### src/rtl/trig_chk_pkg.sv
package trig_chk_pkg;

  // State codes are fixed: software and neighbours decode the numeric value.
  typedef enum logic [3:0] {
    ST_IDLE = 4'd0,
    ST_TT   = 4'd1,
    ST_L1   = 4'd3,
    ST_BAD  = 4'd5,
    ST_DONE = 4'd7
  } pair_state_e;

  // Packed so that {verdict, state} forms the status byte (missing at bit 4).
  typedef struct packed {
    logic mismatch;
    logic timeout;
    logic multi;
    logic missing;
  } verdict_t;

endpackage

### src/rtl/pair_fsm.sv
module pair_fsm
  import trig_chk_pkg::*;
#(
  parameter int TIMEOUT_CYC = 250,
  parameter int NUM_W       = 16
) (
  input  logic             clk,
  input  logic             rst,
  input  logic             tt_ok_i,
  input  logic             l1_valid_i,
  input  logic [NUM_W-1:0] l1_num_i,
  input  logic             l1_needs_tt_i,
  output pair_state_e      state_o,
  output verdict_t         verdict_o,
  output logic             verdict_stb_o,
  output logic             spurious_o,
  output logic [NUM_W-1:0] trig_num_o
);

  localparam int TMR_W = $clog2(TIMEOUT_CYC + 1);
  localparam logic [TMR_W-1:0] TMR_LIM = TMR_W'(TIMEOUT_CYC);

  logic [TMR_W-1:0] timer;
  logic             extra;
  verdict_t         idle_v, tt_v, to_v;
  logic             num_bad, idle_spur;

  always_comb begin
    num_bad        = (l1_num_i != trig_num_o);
    idle_spur      = tt_ok_i && !l1_needs_tt_i;
    idle_v         = '0;
    idle_v.missing = l1_needs_tt_i && !tt_ok_i;
    idle_v.mismatch= num_bad;
    tt_v           = '0;
    tt_v.multi     = extra || tt_ok_i;
    tt_v.mismatch  = num_bad;
    to_v           = '0;
    to_v.timeout   = 1'b1;
    to_v.multi     = extra;
  end

  always_ff @(posedge clk) begin
    if (rst) begin
      state_o       <= ST_IDLE;
      timer         <= '0;
      extra         <= 1'b0;
      verdict_o     <= '0;
      verdict_stb_o <= 1'b0;
      spurious_o    <= 1'b0;
      trig_num_o    <= '0;
    end else begin
      verdict_stb_o <= 1'b0;
      spurious_o    <= 1'b0;
      unique case (state_o)
        ST_IDLE: begin
          if (l1_valid_i) begin
            verdict_o     <= idle_v;
            verdict_stb_o <= 1'b1;
            spurious_o    <= idle_spur;
            state_o       <= ((|idle_v) || idle_spur) ? ST_BAD : ST_L1;
          end else if (tt_ok_i) begin
            state_o <= ST_TT;
            timer   <= '0;
            extra   <= 1'b0;
          end
        end
        ST_TT: begin
          if (l1_valid_i) begin
            verdict_o     <= tt_v;
            verdict_stb_o <= 1'b1;
            spurious_o    <= !l1_needs_tt_i;
            state_o       <= ((|tt_v) || !l1_needs_tt_i) ? ST_BAD : ST_L1;
          end else if (timer == TMR_LIM) begin
            verdict_o     <= to_v;
            verdict_stb_o <= 1'b1;
            state_o       <= ST_BAD;
          end else begin
            timer <= timer + 1'b1;
            if (tt_ok_i)
              extra <= 1'b1;
          end
        end
        ST_L1, ST_BAD: state_o <= ST_DONE;
        ST_DONE: begin
          state_o    <= ST_IDLE;
          trig_num_o <= trig_num_o + 1'b1;
        end
        default: state_o <= ST_IDLE;
      endcase
    end
  end


  done_entry_chk: assert property (@(posedge clk) disable iff (rst)
    (state_o == ST_DONE) |-> ($past(state_o) == ST_L1 || $past(state_o) == ST_BAD));


  done_exit_chk: assert property (@(posedge clk) disable iff (rst)
    (state_o == ST_DONE) |=> (state_o == ST_IDLE));


  num_step_chk: assert property (@(posedge clk) disable iff (rst)
    (state_o == ST_DONE) |=> (trig_num_o == $past(trig_num_o) + 1'b1));


  timer_bound_chk: assert property (@(posedge clk) disable iff (rst)
    (state_o == ST_TT) |-> (timer <= TMR_LIM));


  verdict_hold_chk: assert property (@(posedge clk) disable iff (rst)
    !verdict_stb_o |-> $stable(verdict_o));


  spur_clean_chk: assert property (@(posedge clk) disable iff (rst)
    spurious_o |-> (state_o == ST_BAD));

endmodule

### config.mk
export PLATFORM = sky130hd
export DESIGN_NAME = pair_fsm
export DESIGN_NICKNAME = d
export VERILOG_FILES = /design/src/rtl/trig_chk_pkg.sv /design/src/rtl/pair_fsm.sv
export SDC_FILE = /design/constraint.sdc
export NUM_CORES = 1
export LEC_CHECK = 0
export BUFFER_PORTS_ARGS = -buffer_cell sky130_fd_sc_hd__clkbuf_2
export CAP_MARGIN = 0
export CORE_MARGIN = 2
export CORE_UTILIZATION = 35
export CTS_CLUSTER_DIAMETER = 30
export DETAILED_ROUTE_END_ITERATION = 10
export PLACE_DENSITY = 0.57
export SYNTH_ARGS = -nofsm -noshare
export SYNTH_HDL_FRONTEND = slang
export SYNTH_SLANG_ARGS = --single-unit
### constraint.sdc
create_clock -name clk -period 2.95 [get_ports clk]
set_clock_uncertainty 0.1 [all_clocks]
set_input_delay 0.295 -clock clk [delete_from_list [all_inputs] [get_ports clk]]
set_output_delay 0.295 -clock clk [all_outputs]
set_load 0.005 [all_outputs]
# Word-level counts from Yosys, hierarchy flattened
# Cells that the tools add are included.
dict set report totals {
  reg_bits 35
  inputBits 21
  out_inout_bits 26
  word_cells 71
}
dict set report classes {
  n_addsub 2
  n_eq_ne 14
  muxes 29
  reduce_logical 16
}
# cell count
set ops {}
lappend ops {{2-to-1 mux 8 bit} 4}
lappend ops {{2-to-1 mux 4 bit} 7}
lappend ops {{adder 16 x 1 -> 16 bit, second input constant} 1}
lappend ops {{!= test 16 bit} 1}
lappend ops {{case mux 8 bit (2 select lines)} 1}
lappend ops {{!= test 2 bit, second input constant} 6}
lappend ops {{case mux 4 bit (3 select lines)} 1}
lappend ops {{2-to-1 mux 1 bit} 10}
lappend ops {{adder 8 x 1 -> 8 bit, second input constant} 1}
lappend ops {{== test 4 x 3 -> 1 bit, second input constant} 2}
lappend ops {{== test 8 bit, second input constant} 1}
lappend ops {{case mux 4 bit (2 select lines)} 1}
lappend ops {{2-to-1 mux 3 bit} 2}
lappend ops {{!= test 3 bit, second input constant} 2}
lappend ops {{case mux 1 bit (2 select lines)} 3}
lappend ops {{AND reduction 6 bit} 1}
lappend ops {{OR reduction 2 bit} 3}
lappend ops {{AND reduction 5 bit} 1}
lappend ops {{== test 4 x 1 -> 1 bit, second input constant} 1}
lappend ops {{== test 4 x 2 -> 1 bit, second input constant} 1}
lappend ops {{zero test 4 bit} 1}
lappend ops {{logical OR 1 bit} 3}
lappend ops {{AND reduction 3 bit} 1}
lappend ops {{logical AND 1 bit} 2}
lappend ops {{other kinds (3)} 4}

# Logic depth before layout (Yosys ltp)
# Gate-level depths: netlist (run 1).
dict set report depth {
  ltp_word 7
  depth_mapped 6
  ltp_nobuf 6
}

# Least setup slack after synthesis (run 1)
# Ideal clock, no wire load.
dict set report synth_timing {
  path_type {register to register}
  startpoint {register state_o[2]}
  endpoint {register timer[4]}
  t_arrival_ps 1609
  t_required_ps 2721
  path_slack_ps 1112
  stages_incl_launch_ff 6
  path_buffers 1
  synth_period_minus_slack_ps 1838
  cell_sequence {dfxtp_1 > buf_6 > or4b_4 > or4_4 > xor2_1 > nor2_2}
}
dict set report synth_between {
  elab_chain_len 3
  elab_cells_between_ends 9
  classes_between {eq/ne (5); mux (1); reduce/logical (3)}
}
# element line
set synth_rtl {}
lappend synth_rtl {{from (decl)} pair_fsm.sv:13} ;# output pair_state_e state_o,
lappend synth_rtl {{from (signal assigned)} pair_fsm.sv:60} ;# state_o <= ((|idle_v) || idle_spur) ? ST_BAD : ST_L1;
lappend synth_rtl {{from (signal assigned)} pair_fsm.sv:72} ;# state_o <= ((|tt_v) || !l1_needs_tt_i) ? ST_BAD : ST_L1;
lappend synth_rtl {{== test 4 x 1 -> 1 bit or zero test 4 bit (tied branches)} pair_fsm.sv:54} ;# unique case (state_o)
lappend synth_rtl {{!= test 2 bit (no line) or nonzero test 2 bit (tied branches)} n/a}
lappend synth_rtl {{AND reduction 5 bit (no line)} n/a}
lappend synth_rtl {{to (signal assigned)} pair_fsm.sv:78} ;# timer <= timer + 1'b1;
lappend synth_rtl {{to (decl)} pair_fsm.sv:23} ;# logic [TMR_W-1:0] timer;
# Several ways; a longest one is shown, not always the timed one.
# A chain may end at the register's enable or synchronous reset.

# Worst setup path in the final report (run 1)
dict set report layout_timing {
  startpoint {register state_o[2]}
  endpoint {register trig_num_o[15]}
}
dict set report layout_between {
  elab_chain_len 1
}
# element line
set layout_rtl {}
lappend layout_rtl {{== test 4 x 3 -> 1 bit} pair_fsm.sv:54}
lappend layout_rtl {{to (signal assigned)} pair_fsm.sv:86} ;# trig_num_o <= trig_num_o + 1'b1;
lappend layout_rtl {{to (decl)} pair_fsm.sv:17} ;# output logic [NUM_W-1:0] trig_num_o
# No other way between the ends.

==> results.yml, run 1 <==
status:
  outcome: "finished, final reports clean"
final_layout:
  fillers: 519
  n_antenna_cell: 0
  drive_gt1_frac: 0.219
  layout_common_cells: "clkbuf_2, dfxtp_1, xnor2_1, nor2_1, a21oi_1"
  fin_cells: 339
  areaGrowthSynthToFinish_pct: 19.3
  nets: 292
  final_common_cell: "clkbuf_2"
clock_tree:
  htree_levels: 2
  hold_buffers: 0
  cts.sinks: 34
  cts-root-buf: "clkbuf_8"
  cts_buffer_depth: 2
  cts_buffers: 5
  cts_setup_buffers: 0
  post_cts_resized: 0
  insertion_delay_ps: 280
  cts_tree: "done"
  clk_pin_slew_ps: 70
yosys:
  ys_seq_elements: 34
  syn_nets: 250
  synth_area_leaders: "dfxtp_1, xnor2_1, nor2_1"
  synth_edf_count: 0
  synth_top_area_cell: "dfxtp_1"
  yosysSeqAreaShare: 0.358
  synth_xor_area_frac: 0.147
  synth-compound-area-share: 0.137
  netlist_area_um2: 1900
  syn_avg_cell_area_um2: 8.42
  synthAdderAreaFrac: 0.0250
  yosysUniqueCellTypes: 46
  async_reset_ff_frac: 0
  muxShareOfSynthArea: 0.00526
  synth_top_flop_cell: "dfxtp_1"
  synth-simple-area-share: 0.278
  synth_top_area_frac: 0.358
  synth_top_family_by_area: "simple AND/OR/NAND/NOR gates"
  ys_warn_count: 0
  synth_cells: 226
run:
  maxCapViolCount: 0
route:
  num_vias: 1742
  wl_per_cell_um: 13.5
  routed_wl_mm: 4.57
  drc_errors: 0
  first_pass_iters: 4
  vias_per_cell: 5.14
  drt_iter0_drc: 98
  final_antenna_net_count: 0
floorplan:
  initial_utilization: 0.368
  dieArea_um2: 6040
  die_w_um: 77.7
  rows: 26
  core_area_um2: 5170
  pin_count: 47
  die_h_um: 77.7
place:
  hpwl_mm: 3.40
  place.gp.congestion: 0.789
  numPlacedInstances: 331
  port_buffers: 45
power_and_ir_drop:
  p_leak_nw: 0.853
  p_per_area_nw_per_um2: 482
  peakVddDrop_mv: 0.261
critical_path:
  critPathSlowestCell: "dfxtp_1"
  cp_cell_sequence: "and4_1 > nand3_1 > or4_1 > a21oi_1"
  cp_data_arrival_time_ps: 2350
  critPathLaunchType: "flip-flop"
  required_ps: 3060
  critPathTopFamily: "simple AND/OR/NAND/NOR gates"
  crit_buf_inv: 0
  crit_type: "flip-flop to flip-flop"
  endpoint_kind: "flip-flop"
  cp_max_fo: 20
  cpPeakStageDelay_ps: 740
sta:
  worst_pin_slew_ps: 764
  clock.fmax_mhz: 447
  fin_tns_setup_ps: 0
  slew_headroom: 0.486
  setup_violations: 0
  min_period_ps: 2240
  finalCritPeriodShare: 0.758
  maxSlewViolCount: 0
  hold_viol_final: 0
  rsz0062_at_grt: "false"
global_routing:
  grt_first_pass_wirelength_mm: 7.58
  grt_max_degree: 28
  antenna_found_initial: 0
  grt_pass1_vias: 1562
  grt_use_total: 0.157
  grt_remaining_overflow: 0
hold_path:
  hp-class: "primary input to flip-flop"
## routing by layer
| metal | track usage | up-vias | share of wire |
|---|---|---|---|
| li1 | - | 902 | - |
| met3 | 0.0419 | 4 | 0.036 |
| met5 | 0 | - | 0 |
| met1 | 0.210 | 807 | 0.48 |
| met2 | 0.247 | 29 | 0.47 |
| met4 | 0.0446 | 0 | 0.011 |
## worst register-to-register path, stage by stage (launching register included)
cell and delay, ps:
dfxtp_1 740, and4_1 400, nand3_1 260, or4_1 530
a21oi_1 140
## through the flow
step / hold WS (ps) / worst slack, ps / utilization / power [mW] / area (µm²)
3_5_place_dp: 371 / 719 / 0.418 / 0.685 / 2160
5_1_grt: 139 / 554 / 0.439 / 1.15 / 2270
2_1_floorplan: 274 / 1110 / - / 0.636 / 1900
3_3_place_gp: 368 / 792 / 0.418 / 0.684 / 2160
4_1_cts: 134 / 705 / 0.439 / 1.11 / 2270
6_report: 142 / 715 / 0.439 / 1.09 / 2270
## cells by family (layout without fill, tap and decap cells)
family,after synthesis,after routing
buf+inv,19,62
mux,1,1
compound gates,41,41
flops,34,34
simple gates,94,94
other cells,1,1
fa+ha+maj,4,4
xor+xnor,32,32
## report_power, final
group | switching, mW | leakage (nW) | internal [mW] | total, mW
clock | 0.164 | 0.0524 | 0.253 | 0.417
sequential | 0.0418 | 0.275 | 0.476 | 0.518
combinational | 0.0859 | 0.525 | 0.0715 | 0.157
## sequential cells by signal, indices dropped and copies added, names as in the netlist
| signal | count |
|---|---|
| trig_num_o | 16 |
| spurious_o | 1 |
| verdict_o | 4 |
| timer | 8 |
| state_o | 3 |
| verdict_stb_o | 1 |
| extra | 1 |
## final timing paths
path                             start                           to  slack (ps)  cells after the start
max            state_o[2]$_SDFFE_PP0P_  trig_num_o[15]$_SDFFE_PP0N_         710                      4
min                      l1_needs_tt_i        spurious_o$_SDFF_PP0_         140                      2
max reg2reg    state_o[2]$_SDFFE_PP0P_  trig_num_o[15]$_SDFFE_PP0N_         710                      4
min reg2reg  verdict_o[3]$_SDFFE_PP0P_    verdict_o[3]$_SDFFE_PP0P_         390                      2
## final cells by class
| cell class | count | area [µm²] | area share |
|---|---|---|---|
| timing repair buffer | 46 | 233 | 0.103 |
| tap | 70 | 87.6 | 0.0386 |
| clock inverter | 1 | 30.0 | 0.0132 |
| clock buffer | 7 | 76.3 | 0.0336 |
| multi-input combinational | 173 | 1130 | 0.499 |
| inverter | 8 | 30.0 | 0.0132 |
| sequential | 34 | 681 | 0.300 |
## cell usage after synthesis, types with 2 or more instances
master     n
xnor2_1   23
or3_1      5
clkbuf_1   5
o21ai_0    8
inv_1      8
xor2_1     9
o31ai_1    5
nor3_1     5
a21oi_1   14
buf_4      2
ha_1       3
nand3_1   11
buf_2      3
nand2_1   12
a211oi_1   2
and3_1     2
nor4_1     8
and4_1     4
nand4_1   12
or4_1      5
nor2_1    21
a21o_1     2
dfxtp_1   34
No activity file was read; power rests on OpenSTA's default activity.
==> run 2: changes to the inputs <==
--- a/config.mk
+++ b/config.mk
@@ -11,7 +11,7 @@
 export CORE_UTILIZATION = 35
 export CTS_CLUSTER_DIAMETER = 30
 export DETAILED_ROUTE_END_ITERATION = 10
-export PLACE_DENSITY = 0.57
+export PLACE_DENSITY = 0.59
 export SYNTH_ARGS = -nofsm -noshare
 export SYNTH_HDL_FRONTEND = slang
 export SYNTH_SLANG_ARGS = --single-unit
==> constraint.sdc (replaced) <==
create_clock -name clk -period 2 [get_ports clk]
set_clock_uncertainty 0.1 [all_clocks]
set_input_delay 0.2 -clock clk [delete_from_list [all_inputs] [get_ports clk]]
set_output_delay 0.2 -clock clk [all_outputs]
set_load 0.005 [all_outputs]
==> run 2 against run 1 <==
Compared with the run above:
- cell count grew 5.9%
- combinational power grew 90%
- critical path depth grew 2
- sequential cell count is the same
- clock power grew 27%
- register-to-register slack lost 590 ps
- global-route usage grew 1.0 points
- die area is the same
- clock-buffer cell count shrank 1
- power grew 44%
- worst setup slack lost 590 ps
- first-iteration DRC count grew 14%
==> results.yml, run 2 (synthesis gave the netlist of run 1 again) <==
global_routing:
  grt_remaining_overflow: 0
  grt_util_met3: 0.0442
  grt_first_pass_wirelength_mm: 8.11
  grt_max_degree: 15
  grt_use_total: 0.167
  antenna_found_initial: 0
  grt_pass1_vias: 1678
  use_met1: 0.235
  top_usage_layer: "met2"
  met2_usage: 0.248
critical_path:
  cp_data_arrival_time_ps: 1990
  crit_buf_inv: 1
  cp_max_fo: 6
  critPathTopFamily: "simple AND/OR/NAND/NOR gates"
  cpPeakStageDelay_ps: 520
  critPathLaunchType: "flip-flop"
  critPathSlowestCell: "or4_1"
  endpoint_kind: "flip-flop"
  required_ps: 2120
  cp_cell_sequence: "inv_1 > ha_1 > and3b_1 > and3_1 > or4_1 > a21oi_1"
  crit_type: "flip-flop to flip-flop"
clock_tree:
  cts_tree: "done"
  clk_pin_slew_ps: 70
  htree_levels: 2
  cts_buffer_depth: 2
  insertion_delay_ps: 280
  hold_buffers: 0
  cts_buffers: 5
  cts-root-buf: "clkbuf_8"
  cts.sinks: 34
final_layout:
  reg.largest.list: "trig_num_o: 16 flops, timer: 8 flops, verdict_o: 4 flops"
  multi_input_area_um2: 1130
  regMostFlops: "trig_num_o"
  stdcell_area_um2: 2410
  nets: 312
  register_area_um2: 683
  areaGrowthSynthToFinish_pct: 26.7
  fin_cells: 359
  layout_common_cells: "clkbuf_2, dfxtp_1, xnor2_1, nor2_1, buf_4"
  largest_reg_flops: 16
  final_common_cell: "clkbuf_2"
  n_antenna_cell: 0
  drive_gt1_frac: 0.287
  post-route-util: 0.466
  fillers: 531
floorplan:
  dieArea_um2: 6040
  rows: 26
  pin_count: 47
  die_h_um: 77.7
  initial_utilization: 0.368
  die_w_um: 77.7
  core_area_um2: 5170
power_and_ir_drop:
  peakVddDrop_mv: 0.342
  p_leak_nw: 0.951
  p_total_mw: 1.57
  p_per_area_nw_per_um2: 652
sta:
  min_period_ps: 1870
  setup_violations: 0
  hold_viol_final: 0
  rsz0062_at_grt: "false"
  finalHoldWorstSlack_ps: 57.7
  clock.fmax_mhz: 534
  setup_ws_ps: 128
  maxSlewViolCount: 0
  finalCritPeriodShare: 0.936
  fin_tns_setup_ps: 0
route:
  drt_iter0_drc: 112
  first_pass_iters: 4
  final_antenna_net_count: 0
  num_vias: 1843
  vias_per_cell: 5.13
  wl_per_cell_um: 13.5
  drc_errors: 0
  routed_wl_mm: 4.86
place:
  place.gp.congestion: 0.858
  dp_slack_ps: 128
  port_buffers: 45
  placed_area_um2: 2310
  hpwl_mm: 3.76
  numPlacedInstances: 351
status:
  outcome: "finished, final reports clean"
run:
  maxCapViolCount: 0
hold_path:
  hp-class: "primary input to flip-flop"
==> run 2: report_power, final <==
group          total, mW  internal, mW  switching (mW)
Clock              0.531         0.277           0.254
Combinational      0.298         0.140           0.158
Sequential         0.742         0.704          0.0373
==> run 2: repair_timing <==
item / in CTS / in global routing
buffers inserted: 0 / 0
setup endpoints to repair: 0 / 4
endpoints found under the hold margin: 0 / 0
resized for setup: 0 / 3
==> run 2: metal layers <==
metal | up-vias | wire (µm)
met5 | - | 0
met3 | 4 | 230
met1 | 853 | 2390
li1 | 941 | -
met4 | 0 | 38
met2 | 45 | 2210
==> run 2: area by class of cell <==
cell class	instances	share of cell area
Multi-Input combinational cell	173	0.469
Clock buffer	6	0.0343
Inverter	8	0.0125
Clock inverter	2	0.00519
Tap cell	70	0.0363
Timing Repair Buffer	66	0.159
Sequential cell	34	0.283
==> run 2: worst paths after layout <==
check        slack (ps)                      start  cells after the start                        end
min reg2reg         380  verdict_o[3]$_SDFFE_PP0P_                      2  verdict_o[3]$_SDFFE_PP0P_
max reg2reg         130      timer[0]$_SDFFE_PP0P_                      6      timer[1]$_SDFFE_PP0P_
max                 130      timer[0]$_SDFFE_PP0P_                      6      timer[1]$_SDFFE_PP0P_
min                  60              l1_needs_tt_i                      2      spurious_o$_SDFF_PP0_
